`src/rtl/ring_walk_pkg.sv`:
```
package ring_walk_pkg;

    typedef enum logic [2:0] {
        RW_IDLE,
        RW_REQ,
        RW_RSP,
        RW_DEC,
        RW_OUT,
        RW_HALT
    } rw_state_e;

endpackage

```
`src/rtl/ring_beat_pack.sv`:
```
module ring_beat_pack #(
    parameter int BEAT_W = 64,
    parameter int BEATS  = 4
) (
    input  logic                    clk,
    input  logic                    rst,
    input  logic                    start,
    input  logic                    beat_valid,
    input  logic [BEAT_W-1:0]       beat_data,
    output logic                    last_beat,
    output logic [BEAT_W*BEATS-1:0] desc
);
    localparam int CNT_W = (BEATS > 1) ? $clog2(BEATS) : 1;

    logic [CNT_W-1:0] cnt_d, cnt_q;

    always_comb begin
        cnt_d = cnt_q;
        if (start) begin
            cnt_d = '0;
        end else if (beat_valid) begin
            cnt_d = cnt_q + CNT_W'(1);
        end
    end

    always_ff @(posedge clk) begin
        if (rst) begin
            cnt_q <= '0;
        end else begin
            cnt_q <= cnt_d;
        end
    end

    assign last_beat = beat_valid && (cnt_q == CNT_W'(BEATS - 1));

    // one register lane per beat, filled lowest address first
    for (genvar i = 0; i < BEATS; i++) begin : g_lane
        logic [BEAT_W-1:0] lane_d, lane_q;

        always_comb begin
            lane_d = lane_q;
            if (beat_valid && (cnt_q == CNT_W'(i))) begin
                lane_d = beat_data;
            end
        end

        always_ff @(posedge clk) begin
            lane_q <= lane_d;
        end

        assign desc[i*BEAT_W +: BEAT_W] = lane_q;
    end

endmodule

```
`src/rtl/ring_link_decode.sv`:
```
module ring_link_decode #(
    parameter int ADDR_W = 64,
    parameter int OFS_W  = 12
) (
    input  logic              link_bit,
    input  logic [ADDR_W-1:0] addr_word,
    output logic              is_link,
    output logic [ADDR_W-1:0] next_page,
    output logic              misaligned
);
    assign is_link    = link_bit;
    assign next_page  = addr_word;
    assign misaligned = |addr_word[OFS_W-1:0];
endmodule

```
`src/rtl/ring_idx_step.sv`:
```
module ring_idx_step #(
    parameter int IDX_W = 16
) (
    input  logic [IDX_W-1:0] idx,
    input  logic [IDX_W-1:0] len,
    output logic [IDX_W-1:0] nxt
);
    logic [IDX_W-1:0] inc;

    assign inc = idx + IDX_W'(1);
    assign nxt = (inc == len) ? '0 : inc;
endmodule

```
`src/rtl/desc_ring_walker.sv`:
```
module desc_ring_walker #(
    parameter int ADDR_W     = 64,
    parameter int IDX_W      = 16,
    parameter int BEAT_W     = 64,
    parameter int DESC_BYTES = 32,
    parameter int PAGE_BYTES = 4096
) (
    input  logic                      clk,
    input  logic                      rst,
    input  logic [ADDR_W-1:0]         cfg_base,
    input  logic [IDX_W-1:0]          cfg_ring_len,
    input  logic                      tail_wr,
    input  logic [IDX_W-1:0]          tail_wdata,
    output logic [IDX_W-1:0]          head_idx,
    output logic                      rd_req_valid,
    input  logic                      rd_req_ready,
    output logic [ADDR_W-1:0]         rd_req_addr,
    input  logic                      rd_rsp_valid,
    input  logic [BEAT_W-1:0]         rd_rsp_data,
    output logic                      dsc_valid,
    input  logic                      dsc_ready,
    output logic [DESC_BYTES*8-1:0]   dsc_data,
    output logic                      err_flag
);
    import ring_walk_pkg::*;

    localparam int DESC_W   = DESC_BYTES * 8;
    localparam int BEATS    = DESC_W / BEAT_W;
    localparam int SLOTS    = PAGE_BYTES / DESC_BYTES;
    localparam int SLOT_W   = $clog2(SLOTS);
    localparam int DOFS_W   = $clog2(DESC_BYTES);
    localparam int OFS_W    = $clog2(PAGE_BYTES);
    localparam int LINK_BIT = DESC_W - 1;

    typedef struct packed {
        rw_state_e         state;
        logic [IDX_W-1:0]  head;
        logic [IDX_W-1:0]  tail;
        logic [ADDR_W-1:0] page;
        logic [SLOT_W-1:0] slot;
        logic              err;
    } walk_t;

    walk_t c_d, c_q;

    logic [DESC_W-1:0] desc;
    logic              pack_last;
    logic              is_link;
    logic              link_bad;
    logic [ADDR_W-1:0] link_page;
    logic [IDX_W-1:0]  head_next;
    logic              req_fire;

    assign req_fire = (c_q.state == RW_REQ) && rd_req_ready;

    ring_beat_pack #(
        .BEAT_W (BEAT_W),
        .BEATS  (BEATS)
    ) u_pack (
        .clk        (clk),
        .rst        (rst),
        .start      (req_fire),
        .beat_valid (rd_rsp_valid && (c_q.state == RW_RSP)),
        .beat_data  (rd_rsp_data),
        .last_beat  (pack_last),
        .desc       (desc)
    );

    ring_link_decode #(
        .ADDR_W (ADDR_W),
        .OFS_W  (OFS_W)
    ) u_link (
        .link_bit   (desc[LINK_BIT]),
        .addr_word  (desc[ADDR_W-1:0]),
        .is_link    (is_link),
        .next_page  (link_page),
        .misaligned (link_bad)
    );

    ring_idx_step #(
        .IDX_W (IDX_W)
    ) u_step (
        .idx (c_q.head),
        .len (cfg_ring_len),
        .nxt (head_next)
    );

    always_comb begin
        c_d = c_q;
        if (tail_wr) begin
            c_d.tail = tail_wdata;
        end
        unique case (c_q.state)
            RW_IDLE: begin
                if (c_q.head != c_q.tail) begin
                    c_d.state = RW_REQ;
                end
            end
            RW_REQ: begin
                if (rd_req_ready) begin
                    c_d.state = RW_RSP;
                end
            end
            RW_RSP: begin
                if (pack_last) begin
                    c_d.state = RW_DEC;
                end
            end
            RW_DEC: begin
                if (is_link) begin
                    if (link_bad) begin
                        c_d.err   = 1'b1;
                        c_d.state = RW_HALT;
                    end else begin
                        c_d.page  = link_page;
                        c_d.slot  = '0;
                        c_d.state = RW_REQ;
                    end
                end else begin
                    c_d.state = RW_OUT;
                end
            end
            RW_OUT: begin
                if (dsc_ready) begin
                    c_d.head  = head_next;
                    c_d.slot  = c_q.slot + SLOT_W'(1);
                    c_d.state = RW_IDLE;
                end
            end
            RW_HALT: begin
                c_d.state = RW_HALT;
            end
            default: begin
                c_d.state = RW_HALT;
            end
        endcase
    end

    always_ff @(posedge clk) begin
        if (rst) begin
            c_q.state <= RW_IDLE;
            c_q.head  <= '0;
            c_q.tail  <= '0;
            c_q.page  <= cfg_base;
            c_q.slot  <= '0;
            c_q.err   <= 1'b0;
        end else begin
            c_q <= c_d;
        end
    end

    assign head_idx     = c_q.head;
    assign err_flag     = c_q.err;
    assign rd_req_valid = (c_q.state == RW_REQ);
    assign rd_req_addr  = c_q.page + (ADDR_W'(c_q.slot) << DOFS_W);
    assign dsc_valid    = (c_q.state == RW_OUT);
    assign dsc_data     = desc;

endmodule

```
`config.mk`:
```
export PLATFORM = sky130hd
export DESIGN_NAME = desc_ring_walker
export DESIGN_NICKNAME = d
export VERILOG_FILES = /design/src/rtl/ring_walk_pkg.sv /design/src/rtl/ring_beat_pack.sv /design/src/rtl/ring_link_decode.sv /design/src/rtl/ring_idx_step.sv /design/src/rtl/desc_ring_walker.sv
export SDC_FILE = /design/constraint.sdc
export NUM_CORES = 1
export LEC_CHECK = 0
export BUFFER_PORTS_ARGS = -buffer_cell sky130_fd_sc_hd__buf_2
export CORE_AREA = 2 2 198 200
export CTS_CLUSTER_SIZE = 24
export DETAILED_ROUTE_END_ITERATION = 10
export DIE_AREA = 0 0 200 202
export PLACE_DENSITY = 0.64
export SLEW_MARGIN = 20
export SYNTH_ARGS = -nofsm -noshare
export SYNTH_HDL_FRONTEND = slang
export SYNTH_SLANG_ARGS = --single-unit
```
`constraint.sdc`:
```
create_clock -name clk -period 8.7 [get_ports clk]
set_input_delay 1.74 -clock clk [delete_from_list [all_inputs] [get_ports clk]]
set_output_delay 1.74 -clock clk [all_outputs]
set_load 0.005 [all_outputs]
```
==> Yosys cells after proc, flatten, opt, wreduce, memory -nomap -nowiden <==
Index checks and enable logic that the tools add are counted.
{ "totals": {"regBits": 365, "latchBits": 0, "mem_bits_rw": 0, "rom_bits": 0, "inputBits": 166, "out_inout_bits": 339, "wordCells": 65, "memories": 0} }
{ "op_classes": {"add_sub_neg": 4, "n_mul": 0, "n_div": 0, "n_lt_le_gt_ge": 0, "n_eq_ne": 16, "n_shift": 0, "n_mux": 16, "bitwise_logic": 0, "n_reduce_logical": 18} }
{ "op_table": {"columns": ["op", "n"], "rows": [
  ["$mux W72", 2],
  ["$mux W71", 1],
  ["$add A64 B12 Y64", 1],
  ["$mux W64", 1],
  ["$mux W19", 1],
  ["$add A16 B1 Y16 const B", 1],
  ["$eq A16 B16 Y1", 1],
  ["$mux W16", 1],
  ["$ne A16 B16 Y1", 1],
  ["$mux W3", 5],
  ["$pmux W3 S5", 1],
  ["$pmux W7 S2", 1],
  ["$reduce_or A12 Y1", 1],
  ["$ne A2 B2 Y1 const B", 4],
  ["$reduce_and A4 Y1", 2],
  ["$add A7 B1 Y7 const B", 1],
  ["$mux W7", 1],
  ["$eq A3 B2 Y1 const B", 2],
  ["$logic_and A1 B1 Y1", 6],
  ["$ne A2 B1 Y1 const B", 3],
  ["$reduce_and A3 Y1", 2],
  ["$reduce_bool A2 Y1", 3],
  ["$eq A2 B2 Y1 const B", 2],
  ["$eq A3 B1 Y1 const B", 1],
  ["8 further kinds", 9]
]} }

==> Logic depth before layout (Yosys ltp) <==
Gate-level depths: netlist of run 1.
{ "logic_depth": {"depth_word": 5, "ltp_mapped": 10} }

==> Hierarchy <==
From an unflattened synthesis of run 1, not the netlist that was laid out.
{ "hier_totals": {"cells_unflattened": 1046, "area_unflattened_um2": 15269.6} }
{ "modules_own_cells": {"columns": ["mod", "n_inst", "cells_each", "area_per_inst_um2", "seq_area_each_um2"], "rows": [
  ["ring_beat_pack", 1, 272, 7853.8, 7727.4],
  ["desc_ring_walker", 1, 570, 5943.2, 2782.7],
  ["ring_idx_step", 1, 135, 960.9, 0.0],
  ["ring_link_decode", 1, 69, 511.7, 0.0]
]} }

==> Worst setup path after synthesis of run 1 <==
OpenSTA, ideal clock, no wires.
{ "synth_path": {"path_type": "register -> register", "start": "register c_q[105] in the netlist's numbering", "end": "register c_q[10] in the netlist's numbering (enable)", "arrival_ns": 4.038, "t_required_ns": 8.191, "path_slack_ns": 4.153, "path_stages_with_launch": 5, "synth_period_minus_slack_ns": 4.547, "cell_sequence": "dfxtp_1 clkbuf_1 nor2b_1 nand3_1 o21bai_1"} }
{ "synth_via": {"elab_chain_cells": 3} }
{ "synth_lines": {"columns": ["item", "line", "text"], "rows": [
  ["start, declared", "desc_ring_walker.sv:44", "walk_t c_d, c_q;"],
  ["$eq A3 B2 Y1", "desc_ring_walker.sv:93", "unique case (c_q.state)"],
  ["$reduce_bool A2 Y1 (no line)", null, null],
  ["$reduce_and A3 Y1 (no line)", null, null]
]} }
No other way between the ends.
A chain may end at the register's enable or synchronous reset.

==> Worst setup path after layout of run 1 <==
{ "layout_path": {"start": "register c_q[19] in the netlist's numbering", "end": "output rd_req_addr[44]"} }
{ "layout_via": {"elab_chain_cells": 1} }
{ "layout_lines": {"columns": ["item", "line", "text"], "rows": [
  ["$add A64 B12 Y64", "desc_ring_walker.sv:155", "assign rd_req_addr = c_q.page + (ADDR_W'(c_q.slot) << DOFS_W);"],
  ["end, declared", "desc_ring_walker.sv:17", "output logic [ADDR_W-1:0] rd_req_addr,"]
]} }
No other way between the ends.

==> results.py, run 1 <==
metrics = {
    "grt": {
        "grt_pass1_wl_um": 65000,
        "grt_max_degree": 66,
        "grt_use_total_pct": 22.0,
        "grt.overflow.total": 0,
        "antenna_found_initial": 3,
        "grt_pass1_vias": 10200,
    },
    "detailed_routing": {
        "via_count": 10000,
        "dr.pass1.iters": 4,
        "first_iter_violations": 593,
        "routed_wl_um": 45200,
        "via_per_inst": 5.00,
        "drc_errors": 0,
        "ant_nets": 0,
        "wire_per_inst_um": 22.6,
    },
    "timing": {
        "worst_pin_slew_ns": 1.10,
        "setup_viol_count_final": 0,
        "hold_ws_ns": 0.478,
        "skew_ns": 0.0228,
        "finalHoldViolCount": 0,
        "rsz0062_at_grt": "no",
        "fin_crit_ns": 5.47,
        "period_share_pct": 62.9,
        "setup_tns_ns": 0,
        "max_freq_ghz": 0.183,
        "slew_viol_final": 0,
        "slew_headroom_pct": 25.8,
    },
    "cells_and_area": {
        "fillerInstances": 3307,
        "syn2layout_area_growth_pct": 28.2,
        "stdcell_count": 2004,
        "layout.nets": 1633,
        "drive_above_1_share_pct": 40.3,
    },
    "die": {
        "die_h_um": 202,
        "ioPinCount": 505,
        "row_count": 72,
        "core-area_mm2": 0.0383,
        "die_w_um": 200,
        "dieArea_mm2": 0.0404,
        "start_util_pct": 38.3,
    },
    "clock_network": {
        "cts-buffers-inserted": 39,
        "cts_hold_buf": 0,
        "root_buffer": "clkbuf_16",
        "cts_sinks": 365,
        "cts_resized": 0,
        "clock_latency_ns": 0.56,
        "cts_setup_buffers": 0,
        "cts_tree": "built",
        "clk_pin_slew_ns": 0.06,
        "h-tree-depth": 2,
        "clockBufferDepth": 3,
    },
    "synthesis": {
        "async_flop_share_pct": 0,
        "syn_area_mm2": 0.0147,
        "ys_seq_elements": 365,
        "ys_types": 62,
        "syn_area_per_cell_um2": 15.1,
        "synthesis.nets": 1148,
        "synth-edff-count": 320,
        "synthFlopType": "edfxtp_1",
        "synthCells": 968,
        "seq_area_frac_synth_pct": 71.7,
        "yosysWarnings": 0,
    },
    "placement": {
        "placed_cells": 1930,
        "dp_hpwl_um": 32700,
        "place_congestion": 0.924,
        "port_buffers": 504,
    },
    "critical_path": {
        "path_class": "flop to primary output",
        "endpoint_kind": "primary output",
        "arrival_ns": 3.73,
        "crit_required_ns": 6.96,
        "cp-start-kind": "flop",
        "cp_max_fo": 11,
    },
    "pwr": {
        "power_mw": 3.82,
        "cellLeakagePower_nw": 7.28,
        "max-vdd-ir-drop_mv": 0.155,
        "power_density_mw_per_mm2": 203,
    },
    "status": {
        "run_status": "finished clean",
    },
    "min_path": {
        "min_path_type": "flop to flop",
    },
    "job": {
        "drv_cap": 0,
    },
}
==> layout by cell type (no fill, tap or decap), drive strengths merged, types with 5 or more instances in the layout <==
master  count
ha         13
nor3b       5
clkbuf     55
mux2i      20
nand3      35
nand4      26
nor2b       5
nor3       10
clkinv     12
xor2       34
and2        9
nand2      66
a22o       51
dfxtp      45
and3       13
xnor2      79
and4       11
a211oi     20
inv        17
buf       513
nor4        6
nor2       47
o21ai      22
edfxtp    320
a21oi      10
==> metal layers <==
layer | vias up | track usage (%) | routed length (µm)
li1 | 4598 | - | -
met1 | 4885 | 26.3 | 17600
met4 | 0 | 7.17 | 1190
met5 | - | 0 | 0
met2 | 452 | 37.3 | 22600
met3 | 75 | 7.06 | 3840
==> worst paths after layout <==
kind                                  start              end  slack, ns  depth (start not counted)
worst max-delay path                c_q[19]  rd_req_addr[44]       3.23                          8
worst min-delay path               err_flag         err_flag       0.48                          2
worst max register to register  head_idx[0]      head_idx[4]       5.48                          7
worst min register to register     err_flag         err_flag       0.48                          2
==> state kept, by name (all words and copies together) (netlist names) <==
signal and flops:
c_q 90, err_flag 1, head_idx 16, u_pack.cnt_q 2, u_pack.g_lane.lane_q 256
==> Yosys cell counts (2+ instances only) <==
cell type | instances | area [µm²]
edfxtp_1 | 320 | 9610
xnor2_1 | 79 | 692
nand2_1 | 66 | 248
a22o_1 | 51 | 447
nor2_1 | 47 | 176
dfxtp_1 | 45 | 901
xor2_1 | 34 | 298
nand3_1 | 31 | 155
clkbuf_1 | 28 | 105
buf_4 | 26 | 195
nand4_1 | 26 | 163
mux2i_1 | 20 | 200
o21ai_0 | 20 | 100
inv_1 | 16 | 60.1
ha_1 | 13 | 163
and3_1 | 12 | 75.1
a211oi_2 | 11 | 138
and4_1 | 11 | 96.3
buf_2 | 11 | 55.1
nor3_1 | 10 | 50.1
a211oi_1 | 9 | 67.6
a21oi_1 | 9 | 45.0
and2_1 | 8 | 50.1
nor2b_1 | 5 | 31.3
nor4_1 | 5 | 31.3
nand2b_1 | 4 | 25.0
o21a_1 | 4 | 30.0
nand3_2 | 3 | 30.0
nor3b_1 | 3 | 22.5
o21bai_1 | 3 | 22.5
a311oi_1 | 2 | 17.5
a31oi_1 | 2 | 12.5
buf_6 | 2 | 22.5
nand3b_1 | 2 | 15.0
nor3b_2 | 2 | 25.0
o41ai_1 | 2 | 17.5
==> power by group <==
part	leakage, nW	switching [mW]	internal, mW
combinational	3.36	0.116	0.0916
clock	0.609	0.681	0.949
sequential	3.31	0.0321	1.95
==> cell type report <==
cell class	instances	area, µm²	share of cell area (%)
clock buffer	55	1110	5.89
timing repair buffer	513	2590	13.8
clock inverter	16	140	0.746
multi-input combinational	518	3720	19.8
tap	518	648	3.45
antenna	3	7.51	0.0400
inverter	16	60.1	0.320
sequential	365	10500	55.9
==> worst max-delay path: stages, from the launching register on <==
cell and delay [ns]:
edfxtp_1 0.37, ha_1 0.38, o21ai_2 0.11, a2111oi_4 0.64, nand3_4 0.18, nor3b_2 0.93, nand4_1 0.21, xnor2_1 0.20
buf_2 0.14
==> metrics by stage <==
stage          setup WS [ns]  cell area, µm²  util [%]
2_1_floorplan           4.15           14700         -
3_3_place_gp            3.87           17500      45.8
3_5_place_dp            3.79           17500      45.8
4_1_cts                 3.20           18800      49.1
5_1_grt                 2.99           18800      49.1
6_report                3.23           18800      49.1
==> cells by family after synthesis <==
group,Yosys count,synth area share (%)
flops,365,71.7
simple gates,244,8.82
mux,20,1.37
buf+inv,85,3.05
fa+ha+maj,14,1.25
xor+xnor,113,6.75
compound gates,127,7.04
No activity file was read; power rests on OpenSTA's default activity.
==> inputs of run 2 (changes only) <==
clock period = 5.7 ns   (was 8.7 ns; I/O delays follow)
==> run 2 against run 1 <==
Final area rose by 0.79%. Total power is 57% higher. Critical path depth did not move. Wire length barely moved. Die area is the same. Register-to-register slack worse by 2.9 ns. Flip-flop and latch count did not move. Combinational power is 53% higher. Sequential share of layout area down 0.44 points. Worst hold slack got worse by 0.016 ns. Clock-buffer cell count is 2 lower.
==> results.py, run 2 (same netlist as run 1, synthesis figures left out) <==
metrics = {
    "pwr": {
        "max-vdd-ir-drop_mv": 0.271,
        "p_switching_mw": 1.28,
        "power_density_mw_per_mm2": 316,
        "cellLeakagePower_nw": 7.36,
        "pwr-share-clk_pct": 44.2,
        "internal_power_mw": 4.71,
        "p_seq_share_pct": 50.5,
        "swShare_pct": 21.4,
        "power_mw": 5.99,
        "pwr-share-comb_pct": 5.3,
    },
    "status": {
        "run_status": "finished clean",
    },
    "cells_and_area": {
        "syn2layout_area_growth_pct": 29.3,
        "largest_reg_flops": 256,
        "regArea_mm2": 0.0105,
        "design_area_mm2": 0.0189,
        "final_core_util_pct": 49.5,
        "final_common_cell": "buf_2",
        "max_flop_register": "u_pack.g_lane.lane_q",
        "multi_input_area_mm2": 0.00372,
        "final_cell_mix": "buf_2 (503), edfxtp_1 (320), xnor2_1 (79)",
        "drive_above_1_share_pct": 40.7,
        "layout.nets": 1638,
        "fillerInstances": 3335,
    },
    "clock_network": {
        "cts_tree": "built",
        "cts_resized": 0,
        "cts_hold_buf": 0,
        "clk_pin_slew_ns": 0.06,
        "cts_setup_buffers": 0,
        "cts_sinks": 365,
        "cts-buffers-inserted": 40,
        "clockBufferDepth": 3,
        "h-tree-depth": 2,
        "clock_latency_ns": 0.55,
        "root_buffer": "clkbuf_16",
    },
    "timing": {
        "max_freq_ghz": 0.210,
        "skew_ns": 0.0200,
        "worst_pin_slew_ns": 1.03,
        "fin_crit_ns": 4.75,
        "slew_viol_final": 0,
        "setup_viol_count_final": 0,
        "setup_tns_ns": 0,
        "rsz0062_at_grt": "no",
        "hold_ws_ns": 0.462,
        "finalHoldViolCount": 0,
        "period_share_pct": 83.4,
        "slew_headroom_pct": 31.1,
    },
    "die": {
        "ioPinCount": 505,
        "die_h_um": 202,
        "start_util_pct": 38.3,
        "core-area_mm2": 0.0383,
        "die_w_um": 200,
        "dieArea_mm2": 0.0404,
        "row_count": 72,
    },
    "min_path": {
        "min-delay-start": "err_flag",
        "hold_end": "err_flag",
        "holdPathStages": 2,
        "min_path_type": "flop to flop",
    },
    "critical_path": {
        "path_class": "flop to primary output",
        "crit_required_ns": 4.56,
        "endpoint_kind": "primary output",
        "cp_cell_sequence": "ha_1, o21ai_2, a2111oi_4, nand3_4, nor3b_2, nand4_1, xnor2_1, buf_2",
        "r2r-start": "u_pack.g_lane[0].lane_q[9]",
        "arrival_ns": 3.61,
        "cp-start-kind": "flop",
        "r2r-end": "c_q[10]",
        "reg2regPathDepth": 5,
        "cp_slowest_cell": "nor3b_2",
        "r2r_slack_ns": 2.62,
        "cpPeakStageDelay_ns": 0.87,
        "cp_max_fo": 11,
    },
    "detailed_routing": {
        "via_per_inst": 5.04,
        "drc_errors": 0,
        "first_iter_violations": 595,
        "dr.pass1.iters": 5,
        "wire_per_inst_um": 22.5,
        "via_count": 10100,
        "routed_wl_um": 45200,
        "ant_nets": 0,
    },
    "grt": {
        "grt_pass1_wl_um": 65000,
        "antenna_found_initial": 2,
        "grt_pass1_vias": 10400,
        "grt_max_degree": 65,
        "grt.overflow.total": 0,
        "grt_use_total_pct": 21.9,
    },
    "placement": {
        "dp_hpwl_um": 32800,
        "placed_area_mm2": 0.0176,
        "place_congestion": 0.884,
        "port_buffers": 504,
    },
    "job": {
        "drv_cap": 0,
    },
}
run 2: layout make-up:
type	instances	area share (%)
sequential	365	55.5
multi-input combinational	518	19.7
timing repair buffer	517	13.9
clock buffer	53	6.03
tap	518	3.42
clock inverter	21	1.14
inverter	16	0.317
antenna	2	0.0264
run 2: worst max path at each step:
| stage | from | endpoint | slack, ns | depth (start not counted) |
|---|---|---|---|---|
| 6_report | c_q[19] | rd_req_addr[44] | 0.95 | 8 |
| 5_1_grt | c_q[19] | rd_req_addr[56] | 0.60 | 8 |
| 4_1_cts | c_q[19] | rd_req_addr[44] | 0.80 | 8 |
| 3_5_place_dp | c_q[19] | rd_req_addr[44] | 1.41 | 8 |
| 3_3_place_gp | c_q[19] | rd_req_addr[60] | 1.48 | 8 |
| 2_1_floorplan | c_q[105] | c_q[10] | 1.15 | 4 |
run 2: routing by layer:
layer	track usage [%]	share of wire (%)	routed length, µm
met1	25.9	39	17500
met5	0	0	0
met2	37.7	50	22600
met3	6.66	8.6	3890
met4	7.51	2.9	1300
run 2: per-stage QoR:
| step | setup WS (ns) | instances |
|---|---|---|
| detailed placement | 1.41 | 1932 |
| finish | 0.948 | 2010 |
| floorplan | 1.15 | 968 |
| global route | 0.596 | 2009 |
| global placement | 1.48 | 1932 |
| CTS | 0.802 | 2006 |
run 2: power groups by stage:
stage / Sequential [mW] / Combinational, mW / Clock, mW
after floorplan: 3.06 / 0.148 / 0
after global placement: 3.08 / 0.317 / 0
after detailed placement: 3.08 / 0.321 / 0
after CTS: 3.02 / 0.323 / 2.71
after global routing: 3.03 / 0.349 / 2.80
final: 3.02 / 0.319 / 2.65
run 2: worst max-delay path: cells and delay by family (launching register included):
kind                     cells  cell delay (ns)
buffers and inverters        1             0.14
flip-flops                   1             0.37
adder cells (fa/ha/maj)      1             0.37
AO/OA/AOI/OAI                2             0.73
XOR/XNOR                     1             0.20
AND/OR/NAND/NOR              3             1.26
